## src/rtl/flqr_pkg.sv

```systemverilog
package flqr_pkg;

  typedef enum logic [1:0] {
    RM_ARRAY  = 2'd0,
    RM_STATUS = 2'd1,
    RM_IDENT  = 2'd2,
    RM_QUERY  = 2'd3
  } rd_mode_e;

  typedef enum logic [1:0] {
    SZ_BYTE  = 2'd0,
    SZ_HALF  = 2'd1,
    SZ_WORD  = 2'd2,
    SZ_DWORD = 2'd3
  } acc_size_e;

  // number of meaningful query table bytes
  localparam int unsigned QRY_TABLE_LEN = 68;

endpackage

```

## src/rtl/flqr_qry_rom.sv

```systemverilog
module flqr_qry_rom #(
  parameter int unsigned ADDR_W   = 24,
  parameter int unsigned BLK_LOG2 = 16,
  parameter int unsigned BUF_LOG2 = 7
) (
  input  logic [ADDR_W-1:0] idx_i,
  output logic [7:0]        byte_o
);
  import flqr_pkg::*;

  localparam logic [7:0]  CHIP_LOG2 = 8'(ADDR_W - 1);
  localparam logic [31:0] NBLK_M1   = 32'((1 << (ADDR_W - BLK_LOG2)) - 1);
  localparam logic [31:0] EB_UNITS  = 32'(1 << (BLK_LOG2 - 1 - 8));
  localparam logic [7:0]  BUF_FLD   = 8'(BUF_LOG2 + 1 - 2);

  logic in_tab;

  always_comb begin
    in_tab = (idx_i < ADDR_W'(QRY_TABLE_LEN));
    byte_o = 8'h00;
    if (in_tab) begin
      case (idx_i[6:0])
        7'h10: byte_o = 8'h51;
        7'h11: byte_o = 8'h52;
        7'h12: byte_o = 8'h59;
        7'h13: byte_o = 8'h01;
        7'h15: byte_o = 8'h31;
        7'h1b: byte_o = 8'h45;
        7'h1c: byte_o = 8'h55;
        7'h1f: byte_o = 8'h01;
        7'h20: byte_o = 8'h01;
        7'h21: byte_o = 8'h01;
        7'h27: byte_o = CHIP_LOG2;
        7'h28: byte_o = 8'h05;
        7'h2a: byte_o = BUF_FLD;
        7'h2c: byte_o = 8'h01;
        7'h2d: byte_o = NBLK_M1[7:0];
        7'h2e: byte_o = NBLK_M1[15:8];
        7'h2f: byte_o = EB_UNITS[7:0];
        7'h30: byte_o = EB_UNITS[15:8];
        7'h31: byte_o = 8'h50;
        7'h32: byte_o = 8'h52;
        7'h33: byte_o = 8'h49;
        7'h34: byte_o = 8'h31;
        7'h35: byte_o = 8'h30;
        7'h36: byte_o = 8'ha0;
        7'h3b: byte_o = 8'h01;
        7'h3d: byte_o = 8'h50;
        7'h3f: byte_o = 8'h01;
        default: byte_o = 8'h00;
      endcase
    end
  end

endmodule

```

## src/rtl/flqr_id_dec.sv

```systemverilog
module flqr_id_dec (
  input  logic [8:0]  idx_i,
  input  logic        locked_i,
  output logic [15:0] val_o
);

  always_comb begin
    case (idx_i)
      9'd0:    val_o = 16'h0000;
      9'd1:    val_o = 16'hffff;
      9'd2:    val_o = {15'd0, locked_i};
      default: val_o = 16'h0000;
    endcase
  end

endmodule

```

## src/rtl/flqr_lane_pack.sv

```systemverilog
module flqr_lane_pack (
  input  logic [15:0] val_i,
  input  logic [1:0]  size_i,
  output logic [31:0] word_o
);
  import flqr_pkg::*;

  always_comb begin
    case (acc_size_e'(size_i))
      SZ_BYTE: word_o = {24'd0, val_i[7:0]};
      SZ_HALF: word_o = {16'd0, val_i};
      default: word_o = {val_i, val_i};
    endcase
  end

endmodule

```

## src/rtl/flqr_top.sv

```systemverilog
module flqr_top #(
  parameter int unsigned ADDR_W   = 24,
  parameter int unsigned BLK_LOG2 = 16,
  parameter int unsigned BUF_LOG2 = 7
) (
  input  logic                       clk,
  input  logic                       rst_n,
  input  logic                       rd_stb_i,
  input  logic [1:0]                 mode_i,
  input  logic [ADDR_W-1:0]          addr_i,
  input  logic [1:0]                 size_i,
  input  logic [7:0]                 status_i,
  output logic [ADDR_W-BLK_LOG2-1:0] lk_block_o,
  input  logic                       lk_locked_i,
  output logic                       rvld_o,
  output logic [31:0]                rdata_o
);
  import flqr_pkg::*;

  logic [ADDR_W-1:0] qry_idx;
  logic [7:0]        qry_byte;
  logic [15:0]       id_val;
  logic [15:0]       sel_val;
  logic [31:0]       packed_w;
  logic [31:0]       data_d, data_q;
  logic              vld_d, vld_q;

  assign qry_idx    = addr_i >> 2;
  assign lk_block_o = addr_i[ADDR_W-1:BLK_LOG2];

  flqr_qry_rom #(
    .ADDR_W  (ADDR_W),
    .BLK_LOG2(BLK_LOG2),
    .BUF_LOG2(BUF_LOG2)
  ) u_qry (
    .idx_i (qry_idx),
    .byte_o(qry_byte)
  );

  flqr_id_dec u_id (
    .idx_i   (addr_i[10:2]),
    .locked_i(lk_locked_i),
    .val_o   (id_val)
  );

  always_comb begin
    case (rd_mode_e'(mode_i))
      RM_STATUS: sel_val = {8'd0, status_i};
      RM_IDENT:  sel_val = id_val;
      RM_QUERY:  sel_val = {8'd0, qry_byte};
      default:   sel_val = 16'd0;
    endcase
  end

  flqr_lane_pack u_pack (
    .val_i (sel_val),
    .size_i(size_i),
    .word_o(packed_w)
  );

  // next state
  always_comb begin
    vld_d  = rd_stb_i;
    data_d = data_q;
    if (rd_stb_i) data_d = packed_w;
  end

  // registers
  always_ff @(posedge clk or negedge rst_n) begin
    if (!rst_n) begin
      vld_q  <= 1'b0;
      data_q <= 32'd0;
    end else begin
      vld_q  <= vld_d;
      data_q <= data_d;
    end
  end

  assign rvld_o  = vld_q;
  assign rdata_o = data_q;

  assert_vld_after_stb_R2: assert property (@(posedge clk) disable iff (!rst_n)
    rd_stb_i |=> rvld_o);
  assert_no_spurious_vld_R2: assert property (@(posedge clk) disable iff (!rst_n)
    !rd_stb_i |=> !rvld_o);
  assert_data_held_R2: assert property (@(posedge clk) disable iff (!rst_n)
    !rd_stb_i |=> $stable(rdata_o));
  assert_byte_lanes_R9: assert property (@(posedge clk) disable iff (!rst_n)
    (rd_stb_i && size_i == 2'd0) |=> (rdata_o[31:8] == 24'd0));
  assert_half_lanes_R9: assert property (@(posedge clk) disable iff (!rst_n)
    (rd_stb_i && size_i == 2'd1) |=> (rdata_o[31:16] == 16'd0));
  assert_word_mirror_R9: assert property (@(posedge clk) disable iff (!rst_n)
    (rd_stb_i && size_i[1]) |=> (rdata_o[31:16] == rdata_o[15:0]));
  assert_array_zero_R10: assert property (@(posedge clk) disable iff (!rst_n)
    (rd_stb_i && mode_i == 2'd0) |=> (rdata_o == 32'd0));
  assert_status_upper_R8: assert property (@(posedge clk) disable iff (!rst_n)
    (rd_stb_i && mode_i == 2'd1 && size_i == 2'd1) |=> (rdata_o[15:8] == 8'd0));

endmodule

```

## config.mk

```make
export PLATFORM = sky130hd
export DESIGN_NAME = flqr_top
export DESIGN_NICKNAME = d
export VERILOG_FILES = /design/src/rtl/flqr_pkg.sv /design/src/rtl/flqr_qry_rom.sv /design/src/rtl/flqr_id_dec.sv /design/src/rtl/flqr_lane_pack.sv /design/src/rtl/flqr_top.sv
export SDC_FILE = /design/constraint.sdc
export NUM_CORES = 1
export LEC_CHECK = 0
export BUFFER_PORTS_ARGS = -buffer_cell sky130_fd_sc_hd__buf_2
export CAP_MARGIN = 20
export CORE_ASPECT_RATIO = 0.6
export CORE_MARGIN = 2
export CORE_UTILIZATION = 30
export DETAILED_ROUTE_END_ITERATION = 12
export HOLD_SLACK_MARGIN = 0.08
export PLACE_DENSITY = 0.52
export SYNTH_ARGS = -nofsm -noshare
export SYNTH_HDL_FRONTEND = slang
export SYNTH_HIERARCHICAL = 1
export SYNTH_SLANG_ARGS = --single-unit
```

## constraint.sdc

```tcl
create_clock -name clk -period 1 [get_ports clk]
set_input_delay 0.2 -clock clk [delete_from_list [all_inputs] [get_ports clk]]
set_output_delay 0.2 -clock clk [all_outputs]
set_load 0.005 [all_outputs]
```

==> metrics.json <==
{
  "status": {
    "run_status": "finished, violations left",
    "violations": "setup timing"
  },
  "synth": {
    "ys_types": 44,
    "synth_seq_area_share_pct": 32.9,
    "synth_top_flop_cell": "sky130_fd_sc_hd__dfrtp_1",
    "synth_seq_cells": 33,
    "synthArstFlopShare_pct": 100,
    "syn-mean-instance-area_um2": 10.5,
    "synth-edff-count": 0,
    "mappedNetlistArea_mm2": 0.00251,
    "yosysTopAreaCellShare_pct": 32.9,
    "synth_area_leaders": "sky130_fd_sc_hd__dfrtp_1, sky130_fd_sc_hd__mux2_2, sky130_fd_sc_hd__buf_4",
    "netlist.top_cell.by_area": "sky130_fd_sc_hd__dfrtp_1",
    "gate_count_after_technology_mapping": 239,
    "synth.yosys.warnings": 6
  },
  "critical_path": {
    "critPathLaunchType": "primary input",
    "crit_path_top_delay_cell": "sky130_fd_sc_hd__or4_4",
    "path_cells": "buf_6 -> or4_4 -> or4_4 -> buf_6 -> nor3_2 -> mux2_4 -> a22o_1 -> and2_1 -> mux2_2",
    "timing.critical_path.buf_inv": 2,
    "criticalPathCategory": "in2reg",
    "critical_path_peak_fanout": 5,
    "worst_path_largest_cell_delay_ns": 0.57,
    "path_delay_family": "simple AND/OR/NAND/NOR gates",
    "regToRegSetupSlack_ns": 0.12,
    "critical_path.endpoint_type": "register",
    "worst_ep_arrival_time_ns": 2.23,
    "worst_ep_required_time_ns": 1.22
  },
  "pwr": {
    "total_power_w": 0.00395,
    "power.leakage_nw": 1.88,
    "power.density_cell_area_mw_per_mm2": 1080,
    "ir_drop_uv": 594
  },
  "drt": {
    "viasPerCell": 4.75,
    "drt.antenna.violating_nets": 0,
    "drcViolationCount": 0,
    "wl_um": 6840,
    "first_iter_violations": 71,
    "num_vias": 2109,
    "drtPass1Iterations": 4,
    "wl_per_cell_um": 15.4
  },
  "final_layout": {
    "layout.nets": 382,
    "post-route-util_pct": 45.6,
    "regArea_um2": 826,
    "fillCellCount": 780,
    "fraction_of_final_layout_cells_sized_beyond_drive_strength_1_pct": 65.8,
    "antennaDiodeCount": 0,
    "areaGrowthSynthToFinish_pct": 45.4,
    "multi_input_area_mm2": 0.00154,
    "instances_no_fill": 444
  },
  "floorplanning": {
    "starting_density_of_the_core_pct": 31.3,
    "core_mm2": 0.00801,
    "ioPinCount": 81,
    "die_height_um": 74.9,
    "dieWidth_um": 122,
    "rows": 25,
    "floorplan.die_area_mm2": 0.00914
  },
  "placed_design": {
    "placement.setup.worst_slack_ns": -1.40,
    "place_inst": 422,
    "port-buffer-count": 78,
    "globalplace.congestion": 0.848,
    "hpwlAfterDp_um": 5130
  },
  "global_route": {
    "global_route_wire_length_before_repair_um": 10100,
    "global_route.overflow_total": 0,
    "grt_util_all_layers_pct": 14.7,
    "grt_max_degree": 25,
    "antenna_violations_before_repair": 0,
    "vias_in_the_first_global_route": 1884
  },
  "timing": {
    "fmax_mhz": 496,
    "timing.clock.skew_ns": 0,
    "final.period_utilization_pct": 202,
    "finalHoldWorstSlack_ns": 0.118,
    "timing.final.setup_violations": 34,
    "timing.final.max_slew_violations": 0,
    "fin_ws_ns": -1.02,
    "final_report_hold_violation_count": 0,
    "fin_crit_ns": 2.02,
    "setup_repair_after_global_routing_missed_its_margin": "true"
  },
  "clocking": {
    "clk_path_buf_depth": 2,
    "clock-root-buffer": "sky130_fd_sc_hd__clkbuf_16",
    "clkTransAtPathRegs_ns": 0.05,
    "numClockSinks": 33,
    "htree_levels": 2,
    "worstSkewPairLatency_ns": 0.27,
    "number_of_buffers_created_by_cts": 5,
    "tritoncts": "yes"
  },
  "run": {
    "cap_viol_max_count": 0
  },
  "min_path": {
    "min-delay-path-class": "in2reg"
  }
}
[path summary, 6_finish.rpt]
check,start,end,cells past startpoint
max in group asynchronous,rst_n,rdata_o[6],3
worst min register to register,rdata_o[12],rdata_o[12],1
worst max-delay path,addr_i[23],rdata_o[21],9
worst max register to register,rdata_o[7],rdata_o[7],2
min in group asynchronous,rst_n,rvld_o,2
worst min-delay path,rd_stb_i,rvld_o,1
[cells in the final DEF (no fill, tap or decap), types with 2 or more instances in the layout]
cell type / synthesis / final
sky130_fd_sc_hd__a21oi_1: 6 / 5
sky130_fd_sc_hd__a22o_1: 7 / 7
sky130_fd_sc_hd__a22o_4: 0 / 3
sky130_fd_sc_hd__and2_1: 17 / 12
sky130_fd_sc_hd__and2_2: 7 / 2
sky130_fd_sc_hd__and2_4: 0 / 10
sky130_fd_sc_hd__buf_12: 0 / 6
sky130_fd_sc_hd__buf_2: 2 / 72
sky130_fd_sc_hd__buf_4: 33 / 48
sky130_fd_sc_hd__buf_6: 6 / 8
sky130_fd_sc_hd__clkbuf_16: 0 / 5
sky130_fd_sc_hd__conb_1: 1 / 2
sky130_fd_sc_hd__dfrtp_1: 33 / 33
sky130_fd_sc_hd__ha_1: 7 / 5
sky130_fd_sc_hd__ha_4: 0 / 2
sky130_fd_sc_hd__inv_1: 6 / 3
sky130_fd_sc_hd__inv_8: 0 / 2
sky130_fd_sc_hd__mux2_2: 42 / 18
sky130_fd_sc_hd__mux2_4: 0 / 25
sky130_fd_sc_hd__mux2i_1: 2 / 2
sky130_fd_sc_hd__nand2_1: 3 / 2
sky130_fd_sc_hd__nand2b_1: 2 / 2
sky130_fd_sc_hd__nand3_1: 5 / 5
sky130_fd_sc_hd__nor2b_1: 7 / 6
sky130_fd_sc_hd__nor3_1: 4 / 3
sky130_fd_sc_hd__nor4_1: 3 / 3
sky130_fd_sc_hd__nor4b_1: 2 / 2
sky130_fd_sc_hd__o21a_1: 8 / 8
sky130_fd_sc_hd__o21ai_0: 5 / 3
sky130_fd_sc_hd__o21ai_1: 0 / 2
sky130_fd_sc_hd__or4_4: 1 / 3
[sequential cells by signal (all words and copies together), names as in the netlist]
name	count
rdata_o	32
rvld_o	1
[synthesized netlist by cell type (5+ instances only)]
cell,count
sky130_fd_sc_hd__mux2_2,42
sky130_fd_sc_hd__buf_4,33
sky130_fd_sc_hd__dfrtp_1,33
sky130_fd_sc_hd__and2_1,17
sky130_fd_sc_hd__o21a_1,8
sky130_fd_sc_hd__a22o_1,7
sky130_fd_sc_hd__and2_2,7
sky130_fd_sc_hd__ha_1,7
sky130_fd_sc_hd__nor2b_1,7
sky130_fd_sc_hd__a21oi_1,6
sky130_fd_sc_hd__buf_6,6
sky130_fd_sc_hd__clkbuf_1,6
sky130_fd_sc_hd__inv_1,6
sky130_fd_sc_hd__nand3_1,5
sky130_fd_sc_hd__o21ai_0,5
[layout make-up]
| class | count | share of cell area (%) |
|---|---|---|
| clock buffer | 7 | 3.91 |
| clock inverter | 1 | 0.823 |
| inverter | 6 | 1.03 |
| multi-input combinational | 154 | 42.1 |
| sequential | 33 | 22.6 |
| tap | 108 | 3.70 |
| timing repair buffer | 135 | 25.8 |
[metal layers]
layer / GRT usage [%] / vias up / part of all wire [%]
met2: 19.4 / 72 / 39
li1: - / 1012 / -
met1: 23.4 / 1020 / 52
met5: 0 / - / 0
met3: 4.32 / 5 / 8.7
met4: 2.30 / 0 / 0.37
[cell families (layout without fill, tap and decap cells)]
logic type                 after synthesis  in the layout  synth area share, %
buffers and inverters                   53            149                 14.8
and+or+nand+nor                         62             62                 16.4
other                                    1              2                0.149
adders and majority gates                7              7                 3.49
muxes                                   47             47                 21.4
DFF                                     33             33                 32.9
AOI/OAI and AO/OA                       36             36                 10.9
[metrics by stage]
stage / setup TNS, ns / instance area (um2)
after floorplan: -30.96 / 2600
after global placement: -33.57 / 3140
after detailed placement: -33.81 / 3140
after CTS: -22.17 / 3480
after global routing: -23.85 / 3650
final: -22.24 / 3650
[power by group]
part	switching, W	leakage (nW)	internal, W	total [W]
Sequential	0.0000175	0.453	0.00137	0.00139
Clock	0.000532	0.0841	0.00124	0.00178
Combinational	0.000356	1.34	0.000427	0.000783
[repair_timing]
item                                   in CTS  in global routing
cloned                                      1                  0
endpoints found under the hold margin      33                  0
hold buffers                                1                  0
setup endpoints to repair                  38                 55
gates resized for setup                    41                 26
pin swaps                                  11                 11
setup buffers                               3                  9
Note: power is estimated with default switching activity, not from simulation.
